--- config.mk ---
export PLATFORM = sky130hd
export DESIGN_NAME = pin_irq_unit
export DESIGN_NICKNAME = d
export VERILOG_FILES = /design/src/rtl/pin_irq_pkg.sv /design/src/rtl/pin_cfg_bank.sv /design/src/rtl/pin_event_det.sv /design/src/rtl/flag_bank.sv /design/src/rtl/pin_irq_unit.sv
export SDC_FILE = /design/constraint.sdc
export NUM_CORES = 1
export LEC_CHECK = 0
export BUFFER_PORTS_ARGS = -buffer_cell sky130_fd_sc_hd__buf_2
export CORE_UTILIZATION = 51
export CTS_CLUSTER_DIAMETER = 30
export DETAILED_ROUTE_END_ITERATION = 8
export GPL_ROUTABILITY_DRIVEN = 0
export PLACE_DENSITY_LB_ADDON = 0.1
export SETUP_SLACK_MARGIN = 0.5
export SKIP_CTS_REPAIR_TIMING = 1
export SKIP_LAST_GASP = 1
export SYNTH_ARGS = -nofsm -noshare
export SYNTH_HDL_FRONTEND = slang
export SYNTH_SLANG_ARGS = --single-unit
--- constraint.sdc ---
create_clock -name clk -period 1.9 [get_ports clk]
set_input_delay 0 -clock clk [delete_from_list [all_inputs] [get_ports clk]]
set_output_delay 0 -clock clk [all_outputs]
set_load 0.01 [all_outputs]
--- src/rtl/pin_irq_pkg.sv ---
package pin_irq_pkg;

  localparam int TRIG_W = 4;

  typedef enum logic [TRIG_W-1:0] {
    TRG_OFF  = 4'h0,
    TRG_LOW  = 4'h8,
    TRG_RISE = 4'h9,
    TRG_FALL = 4'hA,
    TRG_BOTH = 4'hB,
    TRG_HIGH = 4'hC
  } trig_code_e;

  // Which conditions a code arms.
  typedef struct packed {
    logic lvl_lo;
    logic lvl_hi;
    logic edge_up;
    logic edge_dn;
  } trig_sel_t;

  function automatic trig_sel_t decode_trig(input logic [TRIG_W-1:0] code);
    trig_sel_t s;
    s = '0;
    case (code)
      TRG_LOW:  s.lvl_lo  = 1'b1;
      TRG_HIGH: s.lvl_hi  = 1'b1;
      TRG_RISE: s.edge_up = 1'b1;
      TRG_FALL: s.edge_dn = 1'b1;
      TRG_BOTH: begin
        s.edge_up = 1'b1;
        s.edge_dn = 1'b1;
      end
      default:  s = '0;
    endcase
    return s;
  endfunction

endpackage

--- src/rtl/pin_cfg_bank.sv ---
module pin_cfg_bank #(
  parameter int NUM_PINS = 32,
  parameter int TRIG_W   = 4
) (
  input  logic                             clk,
  input  logic                             rst_n,
  input  logic [NUM_PINS-1:0]              wr_sel,
  input  logic [TRIG_W-1:0]                wr_code,
  output logic [NUM_PINS-1:0][TRIG_W-1:0]  codes
);

  for (genvar p = 0; p < NUM_PINS; p++) begin : g_cfg
    always_ff @(posedge clk) begin
      if (!rst_n)
        codes[p] <= '0;
      else if (wr_sel[p])
        codes[p] <= wr_code;
    end
  end

endmodule

--- src/rtl/pin_event_det.sv ---
module pin_event_det
  import pin_irq_pkg::*;
#(
  parameter int CODE_W = 4
) (
  input  logic              clk,
  input  logic              rst_n,
  input  logic              pin,
  input  logic [CODE_W-1:0] code,
  output logic              hit
);

  logic      pin_prev;
  trig_sel_t sel;

  always_ff @(posedge clk) begin
    if (!rst_n)
      pin_prev <= 1'b0;
    else
      pin_prev <= pin;
  end

  always_comb begin
    sel = decode_trig(code);
    hit = (sel.lvl_lo  & ~pin)
        | (sel.lvl_hi  &  pin)
        | (sel.edge_up &  pin & ~pin_prev)
        | (sel.edge_dn & ~pin &  pin_prev);
  end

endmodule

--- src/rtl/flag_bank.sv ---
module flag_bank #(
  parameter int NUM_PINS = 32
) (
  input  logic                clk,
  input  logic                rst_n,
  input  logic [NUM_PINS-1:0] set_vec,
  input  logic [NUM_PINS-1:0] clr_mask,
  output logic [NUM_PINS-1:0] flags,
  output logic                irq
);

  // Set has priority over a clearing write on the same bit.
  always_ff @(posedge clk) begin
    if (!rst_n) begin
      flags <= '0;
      irq   <= 1'b0;
    end else begin
      flags <= (flags & ~clr_mask) | set_vec;
      irq   <= |flags;
    end
  end

endmodule

--- src/rtl/pin_irq_unit.sv ---
module pin_irq_unit
  import pin_irq_pkg::*;
#(
  parameter int NUM_PINS    = 32,
  parameter int ADDR_W      = 8,
  parameter int DATA_W      = 32,
  parameter int TRIG_LSB    = 16,
  parameter int STATUS_ADDR = 'hA0
) (
  input  logic                clk,
  input  logic                rst_n,
  input  logic [NUM_PINS-1:0] pin_in,
  input  logic                bus_wr,
  input  logic                bus_rd,
  input  logic [ADDR_W-1:0]   bus_addr,
  input  logic [DATA_W-1:0]   bus_wdata,
  output logic [DATA_W-1:0]   bus_rdata,
  output logic                irq
);

  localparam int IDX_W     = ADDR_W - 2;
  localparam int PIN_IDX_W = (NUM_PINS > 1) ? $clog2(NUM_PINS) : 1;
  localparam logic [IDX_W-1:0]  PIN_LIM  = IDX_W'(NUM_PINS);
  localparam logic [ADDR_W-1:0] STAT_ADR = ADDR_W'(STATUS_ADDR);

  logic [IDX_W-1:0]                word_idx;
  logic                            cfg_hit;
  logic                            stat_hit;
  logic [NUM_PINS-1:0]             cfg_wr;
  logic [NUM_PINS-1:0][TRIG_W-1:0] codes;
  logic [NUM_PINS-1:0]             set_vec;
  logic [NUM_PINS-1:0]             clr_mask;
  logic [NUM_PINS-1:0]             flags;
  logic [DATA_W-1:0]               rdata_d;

  // Address decode
  assign word_idx = bus_addr[ADDR_W-1:2];
  assign cfg_hit  = (bus_addr[1:0] == 2'b00) && (word_idx < PIN_LIM);
  assign stat_hit = (bus_addr == STAT_ADR);
  assign clr_mask = (bus_wr && stat_hit) ? bus_wdata[NUM_PINS-1:0] : '0;

  for (genvar p = 0; p < NUM_PINS; p++) begin : g_sel
    assign cfg_wr[p] = bus_wr && cfg_hit && (word_idx == IDX_W'(p));
  end

  pin_cfg_bank #(
    .NUM_PINS (NUM_PINS),
    .TRIG_W   (TRIG_W)
  ) u_cfg (
    .clk     (clk),
    .rst_n   (rst_n),
    .wr_sel  (cfg_wr),
    .wr_code (bus_wdata[TRIG_LSB +: TRIG_W]),
    .codes   (codes)
  );

  for (genvar p = 0; p < NUM_PINS; p++) begin : g_det
    pin_event_det #(
      .CODE_W (TRIG_W)
    ) u_det (
      .clk   (clk),
      .rst_n (rst_n),
      .pin   (pin_in[p]),
      .code  (codes[p]),
      .hit   (set_vec[p])
    );
  end

  flag_bank #(
    .NUM_PINS (NUM_PINS)
  ) u_flags (
    .clk      (clk),
    .rst_n    (rst_n),
    .set_vec  (set_vec),
    .clr_mask (clr_mask),
    .flags    (flags),
    .irq      (irq)
  );

  // Read path
  always_comb begin
    rdata_d = '0;
    if (cfg_hit)
      rdata_d[TRIG_LSB +: TRIG_W] = codes[word_idx[PIN_IDX_W-1:0]];
    else if (stat_hit)
      rdata_d[NUM_PINS-1:0] = flags;
  end

  always_ff @(posedge clk) begin
    if (!rst_n)
      bus_rdata <= '0;
    else if (bus_rd)
      bus_rdata <= rdata_d;
  end

endmodule

==> metrics.yaml, run 1 <==
synthXorXnorAreaFrac_pct: 2.55
synth_edf_count: 0
path_max_fanout: 4
holdPathStages: 4
die-area_um2: 22200
nFillCells: 1675
dp_hpwl_um: 20000
cts.sinks: 225
critPathMaxStageDelay_ps: 490
worstSkewPairLatency_ps: 540
violations: "negative hold slack"
power_frac_seq_pct: 33.1
synth_top_cell_area_share_pct: 41.0
clk_pin_slew_ps: 40
ys_types: 41
tns_ps: 0
cp-startpoint: "u_cfg.codes[18]$_SDFFE_PN0P_"
start_kind: "register"
layout.cells.non_filler: 1600
yosys_warnings: 0
drt_iter0_markers: 533
core_um2: 21100
finalPower_mw: 14.5
placed_cells: 1441
maxCapViolCount: 0
cp-end-kind: "register"
yosys-top-cells-count: "dfxtp_1, nor2b_1, mux2i_1, nand3b_1, o21ai_0"
cts_inserted_buffers: 51
finalHoldViolations: 3
ant_nets: 0
cp_slowest_cell: "mux4_2"
syn_area_um2: 11000
rsz0062_at_grt: "true"
period_share_pct: 83.9
maxSlewHeadroom_pct: 42.5
synth_fp_nets: 1168
synth_area_leaders: "dfxtp_1, mux2i_1, nor2b_1, mux4_2, nand3b_1"
wl_met1_um: 14400
async_reset_ff_share_pct: 0
synthAdderAreaFrac_pct: 0
synth_cells: 1092
share_comb_of_total_power_pct: 5.3
fp-row-count: 53
wl_met2_um: 12500
regToRegSetupSlack_ps: 310
first_pass_iters: 6
routedWlPerCell_um: 18.4
portBuffers: 108
ir_drop_mv: 0.739
min_from: "bus_rd"
p_sw_share_pct: 21.5
htreeDepth: 2
ys_ff_latch: 225
top_layer: "met5"
internal-power_mw: 11.4
die_h_um: 149
hold_end: "bus_rdata[17]$_SDFFE_PN0P_"
synth_top_family_by_area: "simple AND/OR/NAND/NOR gates"
start_util_pct: 52.2
hp-class: "in -> reg"
wl_met3_um: 1830
grt_pass1_vias: 8151
grt_first_pass_wirelength_um: 45100
grt_usage_pct: 26.3
clk_path_buf_depth: 3
slew_viol_final: 0
synth_ff_type: "dfxtp_1"
design_area_um2: 14400
grt.overflow.total: 0
crit_type: "reg -> reg"
r2r-start: "u_cfg.codes[18]$_SDFFE_PN0P_"
leakagePower_nw: 5.84
synthMuxAreaShare_pct: 18.9
dpl_cell_area_um2: 12000
syn_to_final_growth_pct: 30.9
post_drt_via_cell_ratio: 5.48
drcViolationCount: 0
final_core_util_pct: 68.3
wirelength_um: 29500
synth_compound_area_share_pct: 10.3
yosysTopAreaCell: "dfxtp_1"
die_w_um: 149
skew_ps: 16.4
r2r-end: "bus_rdata[18]$_SDFFE_PN0P_"
whs_ps: -22.9
synth_simple_gate_area_share_pct: 23.2
antenna_found_initial: 5
fin_nets: 1356
drive_gt1_share_pct: 22.6
worst_ep_arrival_time_ps: 2010
worstPathRequired_ps: 2320
grt_max_degree: 226
power.share.clock_pct: 61.6
ios: 109
crit_chain: "mux4_2, mux2i_2, o2111ai_2, a32o_1"
status: "finished with violations"
cts_tree: "done"
synth.avg_cell_area_um2: 10.1
post-synth-top-count-cell: "dfxtp_1"
r2r_cells: 4
p_per_area_nw_per_um2: 1010
root_buffer: "clkbuf_16"
yosysSeqAreaShare_pct: 41.0
worst_pin_slew_ps: 855
vias: 8773
setup_violations: 0
max_freq_mhz: 627
switching_power_mw: 3.11
fin_crit_ps: 1590
[how the worst max path moves through the flow]
stage / slack, ps / end / depth (start not counted)
floorplan: 320 / u_cfg.codes[4]$_SDFFE_PN0P_ / 6
global placement: 110 / bus_rdata[17]$_SDFFE_PN0P_ / 6
detailed placement: 70 / bus_rdata[18]$_SDFFE_PN0P_ / 6
CTS: 290 / bus_rdata[18]$_SDFFE_PN0P_ / 4
global route: 270 / bus_rdata[18]$_SDFFE_PN0P_ / 4
finish: 310 / bus_rdata[18]$_SDFFE_PN0P_ / 4
[per-layer routing]
layer / up-vias / global-route usage, %
met4: 4 / 8.98
li1: 4306 / -
met2: 240 / 39.4
met3: 49 / 5.69
met1: 4174 / 37.2
met5: - / 0
[cells by family (layout without fill, tap and decap cells)]
family	after synthesis	count (layout)
buf+inv	107	337
compound gates	181	181
mux	176	176
simple gates	371	371
other cells	0	3
flops	225	225
xor+xnor	32	32
[stage by stage]
stage                     setup slack (ps)  hold WS [ps]
after floorplan                        316           122
after global placement                 115           251
after detailed placement              71.7           256
after CTS                              292          -298
after global routing                   271         -2.99
final                                  306         -22.9
[area by class of cell]
class | count | area (um^2) | share of cell area, %
repair buffers | 209 | 1540 | 10.7
inverters | 33 | 124 | 0.860
clock inverters | 20 | 285 | 1.98
flip-flops and latches | 225 | 4510 | 31.3
well taps | 275 | 344 | 2.39
clock buffers | 75 | 1500 | 10.4
diodes | 3 | 7.51 | 0.0522
multi-input cells | 760 | 6080 | 42.3
[power by group through the flow]
stage               Combinational (mW)  Clock (mW)  Sequential (mW)
finish                           0.773        8.93             4.80
global placement                 0.660           0             4.88
CTS                              0.668        9.03             4.80
global route                     0.829        9.29             4.80
detailed placement               0.665           0             4.88
floorplan                        0.415           0             4.88
[worst max-delay path: cells and delay by family, from the launching register on]
kind | cells | cell delay, ps
muxes | 2 | 700
DFF | 1 | 350
AOI/OAI and AO/OA | 2 | 420
[layout by cell type (no fill, tap or decap), types with 7 or more instances in the layout]
cell           synthesis  layout
clkbuf_1              44      13
nand3_1                7       7
nand4_1               18      18
and2_1                34      34
dlygate4sd3_1          0      61
xor2_1                32      32
nor4_1                 9       8
nand2_1               15      15
clkbuf_16              0      53
nand3b_1              64      64
buf_12                 1       7
clkbuf_8               0       9
mux2i_1              136     133
nor3_1                33      33
nor4_4                13      13
dfxtp_1              225     220
nor2b_1              161     161
a21boi_0              33      33
mux4_2                24      24
a21oi_1               35      35
buf_4                  0      34
clkinvlp_4             0       8
buf_2                 19     107
o21ai_0               64      58
inv_1                 33      33
a22oi_1               31      31
mux2_2                16      16
[registers in the layout, indices dropped and copies added, names as in the netlist]
signal / count
u_flags.irq: 1
g_det.u_det.pin_prev: 32
u_flags.flags: 32
u_cfg.codes: 128
bus_rdata: 32
No activity file was read; power rests on OpenSTA's default activity.
==> run 2: changes to the inputs <==
ABC_AREA = 1   (was unset)
clock period = 1.4 ns   (was 1.9 ns; I/O delays follow)
==> run 2 against run 1 <==
Net effect: the flow still finishes with violations (negative hold slack); combinational power increased by 77%; sequential power increased by 37%; cell area increased by 9.1%; non-clock buffer count increased by 71; count of clock-buffer cells in the layout decreased by 13; worst setup slack got worse by 140 ps; critical path type unchanged.
==> metrics.yaml, run 2 <==
status: "finished with violations"
violations: "negative hold slack"
largest_reg_flops: 128  # unchanged
placed_cells: 1911  # +33%
fin_crit_ps: 1240  # -358 ps
finalHoldViolations: 4  # +1
die_w_um: 146  # -2.1%
routedWlPerCell_um: 17.0  # -7.5%
clk_path_buf_depth: 3  # unchanged
cts_tree: "done"
p_per_area_nw_per_um2: 1250  # +24%
worstSkewPairLatency_ps: 540  # about the same
nFillCells: 1439  # -14%
slew_viol_final: 0  # unchanged
synth.avg_cell_area_um2: 6.89  # -32%
start_kind: "register"
cp_slowest_cell: "dfxtp_2"
ys_ff_latch: 225  # unchanged
leakagePower_nw: 6.81  # +17%
yosys-top-cells-count: "nand2_1, dfxtp_1, a21oi_1, o21ai_0, inv_1"
synth_ff_type: "dfxtp_1"
htreeDepth: 2  # unchanged
async_reset_ff_share_pct: 0  # unchanged
min_from: "rst_n"
switching_power_mw: 4.60  # +48%
fp-row-count: 52  # -1.9%
synth_top_cell_area_share_pct: 42.8  # +1.8 points
ios: 109  # unchanged
internal-power_mw: 15.0  # +32%
ant_nets: 0  # unchanged
p_sw_share_pct: 23.4  # +2.0 points
antenna_found_initial: 0  # -5
crit_chain: "inv_2, o21ai_1, nand2_1, nand2_1, nand2_1, nand2_1, nor2_1, nand2_1, nand3_1, a21oi_1"
power_frac_seq_pct: 33.5  # +0.4 points
layout.cells.non_filler: 2106  # +32%
cts.sinks: 225  # unchanged
ir_drop_mv: 0.790  # +6.9%
rsz0062_at_grt: "true"
start_util_pct: 52.0  # -0.11 points
regToRegSetupSlack_ps: 160  # -140 ps
syn_to_final_growth_pct: 49.2
clk_pin_slew_ps: 50  # about the same
max_freq_mhz: 809  # +29%
die_h_um: 146  # -2.1%
grt.overflow.total: 0  # unchanged
path_max_fanout: 3  # -1
cp-startpoint: "u_cfg.codes[1]$_SDFFE_PN0P_"
regArea_um2: 4640  # +2.9%
maxSlewHeadroom_pct: 68.8  # +26 points
core_um2: 20200  # -4.0%
worstPathRequired_ps: 1870  # -450 ps
grt_first_pass_wirelength_um: 51800  # +15%
period_share_pct: 88.3  # +4.4 points
first_pass_iters: 5  # -1
top_register: "u_cfg.codes"
vias: 11553  # +32%
skew_ps: 17.6  # +1.20 ps
ys_types: 31  # -24%
worst_ep_arrival_time_ps: 1710  # -300 ps
layout_commonest_cell: "nand2_1"
maxCapViolCount: 0  # unchanged
multiInputGateArea_um2: 5940  # -2.3%
post_drt_via_cell_ratio: 5.49  # about the same
syn_area_um2: 10500  # -4.3%
yosysTopAreaCell: "dfxtp_1"
critPathMaxStageDelay_ps: 340  # -150 ps
yosysSeqAreaShare_pct: 42.8  # +1.8 points
worst_pin_slew_ps: 467  # -388 ps
drive_gt1_share_pct: 35.3  # +13 points
wirelength_um: 35900  # +22%
cp_top_family: "simple AND/OR/NAND/NOR gates"
synth_edf_count: 0  # unchanged
finalPower_mw: 19.6  # +35%
crit_buf_inv: 1  # +1
die-area_um2: 21200  # -4.2%
drcViolationCount: 0  # unchanged
yosys_warnings: 0  # unchanged
r2r-start: "u_cfg.codes[1]$_SDFFE_PN0P_"
root_buffer: "clkbuf_16"
drt_iter0_markers: 1015  # +90%
final_cell_mix: "nand2_1, a21oi_1, dfxtp_1"
whs_ps: -26.4  # -3.51 ps
post-synth-top-count-cell: "nand2_1"
tns_ps: 0  # unchanged
cts_inserted_buffers: 50  # -2.0%
fin_nets: 1872  # +38%
hp-class: "in -> reg"
grt_pass1_vias: 10065  # +23%
setup_violations: 0  # unchanged
power.share.clock_pct: 59.6  # -2.0 points
synth_cells: 1528  # +40%
grt_usage_pct: 30.7  # +4.4 points
dp_hpwl_um: 22900  # +15%
portBuffers: 108  # unchanged
share_comb_of_total_power_pct: 7.0  # +1.7 points
crit_type: "reg -> reg"
n_antenna_cell: 0  # -3
cp-end-kind: "register"
synth_fp_nets: 1604  # +37%
crit_top_cell: "nand2_1"
synth_area_leaders: "dfxtp_1, nand2_1, a21oi_1, o21ai_0, inv_1"
grt_max_degree: 92  # -59%
## run 2: worst paths after layout
check	to	cells after the start
worst max-delay path	bus_rdata[17]$_SDFFE_PN0P_	10
worst min-delay path	u_cfg.codes[71]$_SDFFE_PN0P_	3
worst max register to register	bus_rdata[17]$_SDFFE_PN0P_	10
worst min register to register	bus_rdata[29]$_SDFFE_PN0P_	2
## run 2: cell families after synthesis
group                  count (synthesis)  share of synthesized area (%)
and+or+nand+nor                      600                           24.3
AOI/OAI and AO/OA                    479                           24.5
DFF                                  225                           42.8
buffers and inverters                224                           8.41
## run 2: tightest hold or removal path: cells and delay by family
| kind | cells | cell delay, ps |
|---|---|---|
| buffers and inverters | 2 | 320 |
| AND/OR/NAND/NOR | 1 | 150 |
## run 2: through the flow
step / setup slack [ps] / util (%) / area (um^2)
after CTS: 89.5 / 67.4 / 13600
after global routing: 70.6 / 77.6 / 15700
after global placement: -53.7 / 58.9 / 11900
after detailed placement: -112 / 58.9 / 11900
after floorplan: 203 / - / 10800
final: 164 / 77.6 / 15700
## run 2: area by class of cell
class	count	share of cell area [%]
Clock buffer	62	8.57
Clock inverter	30	2.31
Inverter	160	4.09
Timing Repair Buffer	280	15.5
Multi-Input combinational cell	1079	37.8
Tap cell	270	2.15
Sequential cell	225	29.6
## run 2: power by group through the flow
stage | Clock (mW) | Sequential [mW] | Combinational [mW]
floorplan | 0 | 6.68 | 0.569
global placement | 0 | 6.68 | 1.03
detailed placement | 0 | 6.68 | 1.04
CTS | 11.8 | 6.56 | 1.05
global route | 12.1 | 6.57 | 1.46
finish | 11.7 | 6.57 | 1.37
## run 2: metal layers
layer	routed length [um]	global-route usage, %	vias up
met3	2790	6.14	91
met2	16600	47.4	473
met5	0	0	-
met4	1030	11.3	0
met1	15500	42.3	5383
li1	-	-	5606
==> run 3: changes to the inputs <==
SYNTH_HIERARCHICAL = 1   (was unset)
==> run 3 against run 2 <==
Net effect: the run still ends with negative hold slack left; total power rose by 4.1%; cell area rose by 11%; global-route usage fell by 1.9 points; sequential share of layout area fell by 1.8 points; flip-flop and latch count did not move; combinational power rose by 5%; die area rose by 17%; synthesized area rose by 17%; sequential power fell by 1%; utilization fell by 4.0 points; critical path depth did not move; largest power group unchanged; highest routed layer unchanged.
==> metrics.yaml, run 3 <==
core_um2: 23600  # +17%
drive_gt1_share_pct: 24.8  # -10 points
finalHoldViolations: 57  # +53
violations: "negative hold slack"
yosysTopAreaCell: "dfxtp_1"
ys_ff_latch: 225  # unchanged
wl_met1_um: 16900  # +9.3%
maxSlewHeadroom_pct: 43.3  # -26 points
top_layer: "met4"
path_max_fanout: 4  # +1
start_kind: "register"
wl_met2_um: 18600  # +12%
grt_first_pass_wirelength_um: 55900  # +7.9%
n_antenna_cell: 0  # unchanged
design_area_um2: 17400  # +11%
ys_types: 23  # -26%
rsz0062_at_grt: "true"
largest_reg_flops: 128  # unchanged
cp-end-kind: "register"
routedWlPerCell_um: 14.1  # -17%
wirelength_um: 38900  # +8.3%
status: "finished with violations"
cts_inserted_buffers: 53  # +6.0%
die_w_um: 157  # +8.1%
cts.sinks: 225  # unchanged
antenna_found_initial: 0  # unchanged
syn_area_um2: 12300  # +17%
ir_drop_mv: 0.795  # +0.66%
synth.avg_cell_area_um2: 5.76  # -16%
vias: 13478  # +17%
synth_top_cell_area_share_pct: 36.5  # -6.2 points
finalPower_mw: 20.4  # +4.1%
start_util_pct: 52.2  # +0.15 points
fp-row-count: 56  # +7.7%
slew_viol_final: 0  # unchanged
wl_met3_um: 2540  # -9.0%
clk_path_buf_depth: 3  # unchanged
crit_type: "reg -> reg"
crit_top_cell: "nand2_1"
grt_pass1_vias: 11258  # +12%
ios: 109  # unchanged
synth_fp_nets: 2214  # +38%
crit_chain: "nand2_1, nand2_1, nand2_1, nand2_1, nand2_1, nand2_1, nor2_1, nand2_1, nand3_2, a21oi_2"
hp-class: "in -> reg"
grt_max_degree: 65  # -29%
first_pass_iters: 5  # unchanged
worstPathRequired_ps: 1870  # about the same
dp_hpwl_um: 24200  # +5.7%
post-synth-top-count-cell: "nand2_1"
synth_ff_type: "dfxtp_1"
top_register: "u_cfg/codes"
post_drt_via_cell_ratio: 4.89  # -11%
holdPathStages: 4  # +1
yosysSeqAreaShare_pct: 36.5  # -6.2 points
final_cell_mix: "nand2_1, nor2_1, inv_1"
fin_nets: 2471  # +32%
r2r_cells: 10  # unchanged
maxCapViolCount: 0  # unchanged
synth_edf_count: 0  # unchanged
yosys-top-cells-count: "nand2_1, nor2_1, inv_1, dfxtp_1, a21oi_1"
grt.overflow.total: 0  # unchanged
fin_crit_ps: 1210  # -21.9 ps
root_buffer: "clkbuf_16"
cp_slowest_cell: "dfxtp_4"
synth_area_leaders: "dfxtp_1, nand2_1, nor2_1, inv_1, a21oi_1"
die-area_um2: 24800  # +17%
ant_nets: 0  # unchanged
synth_cells: 2138  # +40%
layout_commonest_cell: "nand2_1"
worst_ep_arrival_time_ps: 1690  # -20 ps
worstSkewPairLatency_ps: 550  # about the same
cts_tree: "done"
clk_pin_slew_ps: 50  # about the same
final_core_util_pct: 73.6  # -4.0 points
yosys_warnings: 6  # +6
leakagePower_nw: 8.13  # +19%
async_reset_ff_share_pct: 0  # unchanged
worst_pin_slew_ps: 847  # +381 ps
dpl_cell_area_um2: 13600  # +14%
p_per_area_nw_per_um2: 1170  # -6.0%
period_share_pct: 86.7  # -1.6 points
setup_violations: 0  # unchanged
skew_ps: 13.9  # -3.77 ps
syn_to_final_growth_pct: 41.1
whs_ps: -69.5  # -43.1 ps
grt_usage_pct: 28.7  # -1.9 points
max_freq_mhz: 824  # +1.8%
critPathMaxStageDelay_ps: 350  # about the same
portBuffers: 108  # unchanged
htreeDepth: 2  # unchanged
die_h_um: 157  # +8.1%
drt_iter0_markers: 1056  # +4.0%
drcViolationCount: 0  # unchanged
run 3: cell types whose count changed in the layout (fill, tap and decap cells not counted), sizes merged, moves of 16 or more:
cell | before | now
a21oi | 220 | 104
clkbuf | 63 | 85
clkinv | 21 | 5
dlygate4sd3 | 66 | 84
inv | 157 | 313
nand2 | 421 | 812
nor2 | 136 | 491
o21ai | 208 | 64
run 3: cell type report:
type / instances / area (um^2)
Multi-Input combinational cell: 1502 / 6460
Fill cell: 1927 / 6230
Sequential cell: 225 / 4830
Timing Repair Buffer: 300 / 2660
Clock buffer: 83 / 1610
Inverter: 313 / 1180
Tap cell: 319 / 399
Clock inverter: 17 / 235
run 3: final timing paths:
check                                             startpoint                           end  slack (ps)
worst max-delay path            u_cfg/codes[66]$_SDFFE_PN0P_    bus_rdata[18]$_SDFFE_PN0P_         190
worst min register to register   u_flags/flags[4]$_SDFF_PN0_     bus_rdata[4]$_SDFFE_PN0P_         470
worst min-delay path                                   rst_n  u_cfg/codes[90]$_SDFFE_PN0P_         -70
worst max register to register  u_cfg/codes[66]$_SDFFE_PN0P_    bus_rdata[18]$_SDFFE_PN0P_         190
run 3: power by group:
part	leakage (nW)	internal, mW	total, mW	switching (mW)
Sequential	1.91	6.42	6.49	0.0665
Combinational	5.33	0.621	1.44	0.818
Clock	0.881	8.73	12.5	3.76
run 3: logic make-up (layout without fill, tap and decap cells):
group	count (synthesis)	after routing	synth area share (%)
AO/OA/AOI/OAI	168	168	7.80
flip-flops	225	225	36.5
buffers and inverters	411	713	14.3
AND/OR/NAND/NOR	1334	1334	41.3
run 3: worst max-delay path: cells and delay by family (launching register included):
| kind | cells | cell delay [ps] |
|---|---|---|
| AO/OA/AOI/OAI | 1 | 120 |
| AND/OR/NAND/NOR | 9 | 660 |
| flip-flops | 1 | 350 |
run 3: metrics by stage:
stage / TNS, ps / setup WS, ps / hold slack [ps] / instances
finish: 0 / 186 / -69.5 / 2759
floorplan: 0 / 209 / 93.5 / 2138
detailed placement: -4900 / -177 / 212 / 2553
CTS: 0 / 144 / -349 / 2653
global route: 0 / 96.1 / -45.0 / 2759
global placement: -2880 / -145 / 208 / 2553
run 3: metal layers:
layer / up-vias / global-route usage [%]
li1: 6829 / -
met5: - / 0
met3: 72 / 5.20
met1: 6102 / 38.0
met2: 475 / 47.4
met4: 0 / 8.55
